<file path="src/rtl/fes_pkg.sv">
package fes_pkg;
    localparam int VID_N    = 2;
    localparam int AUD_N    = 4;
    localparam int CNT_N    = 4;
    localparam int STATUS_W = VID_N + AUD_N + 1 + 2 + CNT_N;
    localparam int CNT_LSB  = 0;
    localparam int HG_BIT   = CNT_LSB + CNT_N;
    localparam int VG_BIT   = HG_BIT + 1;
    localparam int RSV_BIT  = VG_BIT + 1;
    localparam int AUD_LSB  = RSV_BIT + 1;
    localparam int VID_LSB  = AUD_LSB + AUD_N;

    typedef enum logic {
        FLAG_CLR = 1'b0,
        FLAG_SET = 1'b1
    } flag_state_t;
endpackage

</file>
<file path="src/rtl/fes_sticky_cell.sv">
module fes_sticky_cell
    import fes_pkg::*;
(
    input  logic clk,
    input  logic rst_n,
    input  logic set_i,
    input  logic clr_i,
    output logic flag_o
);
    flag_state_t state_q, state_d;

    always_ff @(posedge clk) begin
        if (!rst_n) state_q <= FLAG_CLR;
        else        state_q <= state_d;
    end

    always_comb begin
        state_d = state_q;
        unique case (state_q)
            FLAG_CLR: if (set_i)           state_d = FLAG_SET;
            FLAG_SET: if (clr_i && !set_i) state_d = FLAG_CLR;
            default:                       state_d = FLAG_CLR;
        endcase
    end

    always_comb flag_o = (state_q == FLAG_SET);


    set_wins_chk: assert property (@(posedge clk) disable iff (!rst_n)
        set_i |=> flag_o);

    clear_takes_chk: assert property (@(posedge clk) disable iff (!rst_n)
        (clr_i && !set_i) |=> !flag_o);

    sticky_hold_chk: assert property (@(posedge clk) disable iff (!rst_n)
        (!set_i && !clr_i) |=> $stable(flag_o));
endmodule

</file>
<file path="src/rtl/fes_flag_group.sv">
module fes_flag_group #(
    parameter int WIDTH = 4
) (
    input  logic             clk,
    input  logic             rst_n,
    input  logic [WIDTH-1:0] set_i,
    input  logic [WIDTH-1:0] clr_i,
    output logic [WIDTH-1:0] flags_o
);
    for (genvar i = 0; i < WIDTH; i++) begin : g_cell
        fes_sticky_cell u_cell (
            .clk   (clk),
            .rst_n (rst_n),
            .set_i (set_i[i]),
            .clr_i (clr_i[i]),
            .flag_o(flags_o[i])
        );
    end
endmodule

</file>
<file path="src/rtl/fifo_err_status.sv">
module fifo_err_status
    import fes_pkg::*;
(
    input  logic                clk,
    input  logic                rst_n,
    input  logic [VID_N-1:0]    vid_err_evt,
    input  logic [AUD_N-1:0]    aud_err_evt,
    input  logic [CNT_N-1:0]    cnt_evt,
    input  logic                vid_dma_reload,
    input  logic [1:0]          aud_restart,
    input  logic                clr_vid_w1,
    input  logic                clr_aud_w1,
    input  logic                clr_cnt_w1,
    input  logic                vgate,
    input  logic                hgate,
    output logic [STATUS_W-1:0] status_o
);
    localparam int AUD_PER_CH = AUD_N / 2;

    logic [VID_N-1:0] vid_clr, vid_flags;
    logic [AUD_N-1:0] aud_clr, aud_flags;
    logic [CNT_N-1:0] cnt_clr, cnt_flags;

    always_comb vid_clr = {VID_N{vid_dma_reload | clr_vid_w1}};
    always_comb cnt_clr = {CNT_N{clr_cnt_w1}};

    for (genvar c = 0; c < 2; c++) begin : g_aud_ch
        assign aud_clr[c*AUD_PER_CH +: AUD_PER_CH] =
            {AUD_PER_CH{aud_restart[c] | clr_aud_w1}};
    end

    fes_flag_group #(.WIDTH(VID_N)) u_vid (
        .clk(clk), .rst_n(rst_n), .set_i(vid_err_evt), .clr_i(vid_clr), .flags_o(vid_flags)
    );
    fes_flag_group #(.WIDTH(AUD_N)) u_aud (
        .clk(clk), .rst_n(rst_n), .set_i(aud_err_evt), .clr_i(aud_clr), .flags_o(aud_flags)
    );
    fes_flag_group #(.WIDTH(CNT_N)) u_cnt (
        .clk(clk), .rst_n(rst_n), .set_i(cnt_evt), .clr_i(cnt_clr), .flags_o(cnt_flags)
    );

    always_comb begin
        status_o                         = '0;
        status_o[VID_LSB +: VID_N]       = vid_flags;
        status_o[AUD_LSB +: AUD_N]       = aud_flags;
        status_o[RSV_BIT]                = 1'b0;
        status_o[VG_BIT]                 = vgate;
        status_o[HG_BIT]                 = hgate;
        status_o[CNT_LSB +: CNT_N]       = cnt_flags;
    end


    vid_reload_chk: assert property (@(posedge clk) disable iff (!rst_n)
        (vid_dma_reload && vid_err_evt == '0) |=> status_o[VID_LSB +: VID_N] == '0);

    aud_ch_isolate_chk: assert property (@(posedge clk) disable iff (!rst_n)
        (!aud_restart[1] && !clr_aud_w1 && aud_err_evt[3:2] == 2'b00)
        |=> $stable(status_o[AUD_LSB+2 +: 2]));

    cnt_untouched_chk: assert property (@(posedge clk) disable iff (!rst_n)
        (!clr_cnt_w1 && cnt_evt == '0) |=> $stable(status_o[CNT_LSB +: CNT_N]));

    reset_clears_chk: assert property (@(posedge clk)
        !rst_n |=> (status_o[VID_LSB +: VID_N] == '0 && status_o[AUD_LSB +: AUD_N] == '0
                    && status_o[CNT_LSB +: CNT_N] == '0));
endmodule

</file>
<file path="config.mk">
export PLATFORM = sky130hd
export DESIGN_NAME = fifo_err_status
export DESIGN_NICKNAME = d
export VERILOG_FILES = /design/src/rtl/fes_pkg.sv /design/src/rtl/fes_sticky_cell.sv /design/src/rtl/fes_flag_group.sv /design/src/rtl/fifo_err_status.sv
export SDC_FILE = /design/constraint.sdc
export NUM_CORES = 1
export LEC_CHECK = 0
export ABC_AREA = 1
export BUFFER_PORTS_ARGS = -buffer_cell sky130_fd_sc_hd__buf_4
export CAP_MARGIN = 10
export CORE_AREA = 3 3 40 42
export CTS_CLUSTER_SIZE = 8
export DETAILED_ROUTE_END_ITERATION = 12
export DIE_AREA = 0 0 43 45
export PLACE_DENSITY = 0.67
export SLEW_MARGIN = 30
export SYNTH_ARGS = -nofsm -noshare
export SYNTH_HDL_FRONTEND = slang
export SYNTH_SLANG_ARGS = --single-unit
</file>
<file path="constraint.sdc">
create_clock -name clk -period 0.85 [get_ports clk]
set_clock_uncertainty 0.2 [all_clocks]
set_input_delay 0.0425 -clock clk [delete_from_list [all_inputs] [get_ports clk]]
set_output_delay 0.0425 -clock clk [all_outputs]
set_load 0.01 [all_outputs]
</file>
==> After elaboration in Yosys (flattened, before gate mapping) <==
Index checks and enable logic that the tools add are counted.
{ "totals": {"out_inout_bits": 13, "in_bits": 20, "word_cells": 73, "reg_bits": 10} }
{ "op_classes": {"n_reduce_logical": 20, "bitwise_logic": 13, "n_mux": 30} }
{ "op_table": {"columns": ["cell", "n"], "rows": [
  ["1-bit two-way mux", 20],
  ["1-bit case mux with 2 select lines", 10],
  ["1-bit logical AND", 10],
  ["1-bit logical NOT", 10],
  ["1-bit inverter", 10],
  ["1-bit OR", 3]
]} }

==> Logic depth before layout (Yosys ltp) <==
{ "logic_depth": {"word_depth": 4, "mapped_depth": 3, "mapped_depth_nobuf": 3} }

==> Cells and area by module <==
From an unflattened synthesis, not the netlist that was laid out.
{ "hier_totals": {"hier_cells": 72, "area_unflattened_um2": 494.2} }
{ "modules_own_cells": {"columns": ["module", "instances", "cells_each", "seq_area_each_um2", "area_per_inst_um2"], "rows": [
  ["fes_sticky_cell", 10, 6, 20.0, 43.8],
  ["fifo_err_status", 1, 12, 0.0, 56.3]
]} }

==> Worst setup path before layout <==
No wires, ideal clock.
{ "synth_timing": {"path_type": "register to register", "start": "register u_cnt.g_cell[0].u_cell.state_q", "end": "register u_cnt.g_cell[0].u_cell.state_q", "slack_ps": 83, "t_arrival_ps": 451, "path_stages_with_launch": 3, "required_ps": 534, "path_buffers": 0, "path_cell_list": "dfxtp_1 a21oi_1 nor2_1"} }
{ "synth_via": {"elab_chain_cells": 2} }
{ "synth_rtl": {"columns": ["element", "line", "rtl"], "rows": [
  ["from (decl)", "fes_sticky_cell.sv:10", "flag_state_t state_q, state_d;"],
  ["from (signal assigned)", "fes_sticky_cell.sv:14", "else state_q <= state_d;"],
  ["1-bit inverter", null, null],
  ["1-bit case mux with 2 select lines (*)", "fes_sticky_cell.sv:19", "unique case (state_q)"]
]} }
Every way passes the cells marked *; elsewhere a longest branch is shown, timed or not.
A chain may end at the register's enable or synchronous reset.

==> Worst setup path in the final report <==
{ "layout_timing": {"start": "register u_cnt.g_cell[3].u_cell.state_q", "end": "output status_o[3]"} }
{ "layout_lines": {"columns": ["element", "line", "rtl"], "rows": [
  ["from (decl)", "fes_sticky_cell.sv:10", null],
  ["from (signal assigned)", "fes_sticky_cell.sv:14", null],
  ["to (decl)", "fifo_err_status.sv:16", "output logic [STATUS_W-1:0] status_o"]
]} }
No word-level cell between the ends.

==> results.json <==
{
  "placementRows": 13,
  "path_clk_slew_ps": 70,
  "syn_area_sq_um": 430,
  "synth.area.top_cells": "dfxtp_1, buf_4, a21oi_1",
  "cpLargestDelayFamily": "flip-flops",
  "cts_hold_buf": 7,
  "p_total_uw": 1140,
  "fin_crit_ps": 951,
  "power.share.sequential": 0.460,
  "fillCellCount": 131,
  "setup_ws_ps": -101,
  "cp_data_required_time_ps": 610,
  "core_area_sq_um": 1280,
  "cap_violations": 0,
  "die_h_microns": 45,
  "synth.mux.area_fraction": 0,
  "ys.warnings.count": 0,
  "worstPathArrival_ps": 710,
  "clock-sinks": 10,
  "critPathSlowestCell": "dfxtp_2",
  "drc": 0,
  "grt_pass1_wl_microns": 1520,
  "syn_nets": 75,
  "crit_buf_inv": 1,
  "yosysTopAreaCellShare": 0.465,
  "hpwl_microns": 637,
  "critical-path-max-stage-delay_ps": 340,
  "dr.pass1.iters": 1,
  "p_int_uw": 896,
  "synth_cells": 55,
  "clk_latency_ps": 250,
  "avgSynthCellArea_sq_um": 7.83,
  "holdWs_ps": -217,
  "htreeDepth": 1,
  "cts_tree": "yes",
  "synth_compound_area_frac": 0.116,
  "vias": 389,
  "end_kind": "output pin",
  "synthXorXnorAreaFrac": 0,
  "routed_via_density": 4.23,
  "yosys.area_share.simple": 0.113,
  "ys_seq_area_frac": 0.465,
  "violations": "hold timing, setup timing",
  "cp_cell_sequence": "buf_6",
  "setup_viol": 10,
  "finalCritPeriodShare": 1.12,
  "io_buffers": 27,
  "timing.fmax_ghz": 1.05,
  "crit_fanout": 2,
  "area_growth_pct": 60.8,
  "swShare": 0.215,
  "fp.dieW_microns": 43,
  "synth-seq-cells": 10,
  "combinationalPowerShare": 0.180,
  "status": "finished with violations",
  "cts_root_buffer": "clkbuf_4",
  "p_leak_uw": 0.000372,
  "cts_buffers": 3,
  "synth_fa_ha_area_frac": 0,
  "setup.worst_path.start_class": "flop",
  "power_frac_clock": 0.360,
  "grt_pass1_vias": 393,
  "drtIter0Drc": 0,
  "grt_max_degree": 11,
  "min_path_type": "in2reg",
  "criticalPathCategory": "reg2out",
  "synth_cell_types": 8,
  "ir_drop_v": 0.000936,
  "drive_gt1_frac": 0.558,
  "slew_viol_final": 0,
  "clockBufferDepth": 2,
  "gr-total-overflow": 0,
  "place_ws_ps": 56.8,
  "synth_top_cell_by_area": "dfxtp_1",
  "initial_core_util": 0.335,
  "rsz0062_at_grt": "true",
  "power.switching_uw": 245,
  "hold_viol": 10,
  "routed_wl_microns": 898,
  "routedWlPerCell_microns": 9.76,
  "synth_top_family_by_area": "buffers and inverters",
  "die-area_sq_um": 1940,
  "power_density_nw_per_um2": 1650,
  "antenna_found_initial": 0,
  "n_antenna_cell": 0,
  "groute.usage.overall": 0.107,
  "gp_congestion": 0.600,
  "layout.nets": 98,
  "io_pins": 33,
  "ant_nets": 0
}
-- cells in the final DEF, fill, tap and decap left out, drive strengths merged --
master        synthesis  final
dfxtp                10     10
nor2                  7      7
clkbuf                0      4
a21oi                10     10
inv                   8      8
buf                  13     27
nand2                 6      6
dlymetal6s4s          0      3
conb                  1      1
dlygate4sd3           0      1
-- flip-flops by register name, indices dropped and copies added (netlist names) --
name,cells
u_aud.g_cell.u_cell.flag_o,4
u_cnt.g_cell.u_cell.flag_o,4
u_vid.g_cell.u_cell.flag_o,2
-- cell usage after synthesis (all sizes together) --
cell,n
inv,8
dfxtp,10
nand2,6
buf,13
nor2,7
conb,1
a21oi,10
-- repair_timing --
action	4_1_cts	5_1_grt
pin swaps	0	3
resized for setup	20	4
endpoints found under the hold margin	12	10
setup endpoints to repair	10	21
setup buffers	0	0
-- power by group through the flow --
stage	registers (uW)	clock network, uW	logic (uW)
after global placement	522	0	164
after detailed placement	523	0	167
after global routing	529	449	228
after floorplan	520	0	109
after CTS	524	423	213
final	525	411	205
-- cell families after synthesis --
kind of cell	Yosys count
DFF	10
and+or+nand+nor	13
buffers and inverters	21
other	1
AOI/OAI and AO/OA	10
-- through the flow --
stage	cells	setup TNS, ps	area, sq um	util
after floorplan	55	0	430	-
after global placement	84	0	554	0.431
after detailed placement	84	0	554	0.431
after CTS	95	-974	711	0.553
after global routing	92	-1240	692	0.538
final	92	-859	692	0.538
-- metal layers --
metal  part of all wire  vias up  GRT usage
met5                  0        -          0
met1               0.36      171      0.105
met3               0.14        2     0.0717
met4             0.0045        0     0.0542
met2               0.50       20      0.174
li1                   -      196          -
-- final cells by class --
cell class	instances	area (sq um)	share of cell area
clock buffers	4	36.3	0.0524
inverters	8	30.0	0.0434
repair buffers	31	288	0.416
well taps	15	18.8	0.0271
flip-flops and latches	10	213	0.307
multi-input cells	24	106	0.154
-- final timing paths --
check | start | end | slack, ps | cells after the start
hold reg to reg | u_aud.g_cell[2].u_cell.flag_o$_SDFF_PN0_ | u_aud.g_cell[2].u_cell.flag_o$_SDFF_PN0_ | 270 | 2
setup reg to reg | u_cnt.g_cell[3].u_cell.flag_o$_SDFF_PN0_ | u_cnt.g_cell[3].u_cell.flag_o$_SDFF_PN0_ | 10 | 2
hold / removal | cnt_evt[0] | u_cnt.g_cell[0].u_cell.flag_o$_SDFF_PN0_ | -220 | 3
setup / recovery | u_cnt.g_cell[3].u_cell.flag_o$_SDFF_PN0_ | status_o[3] | -100 | 1
Power figures use the tool's default switching activity.
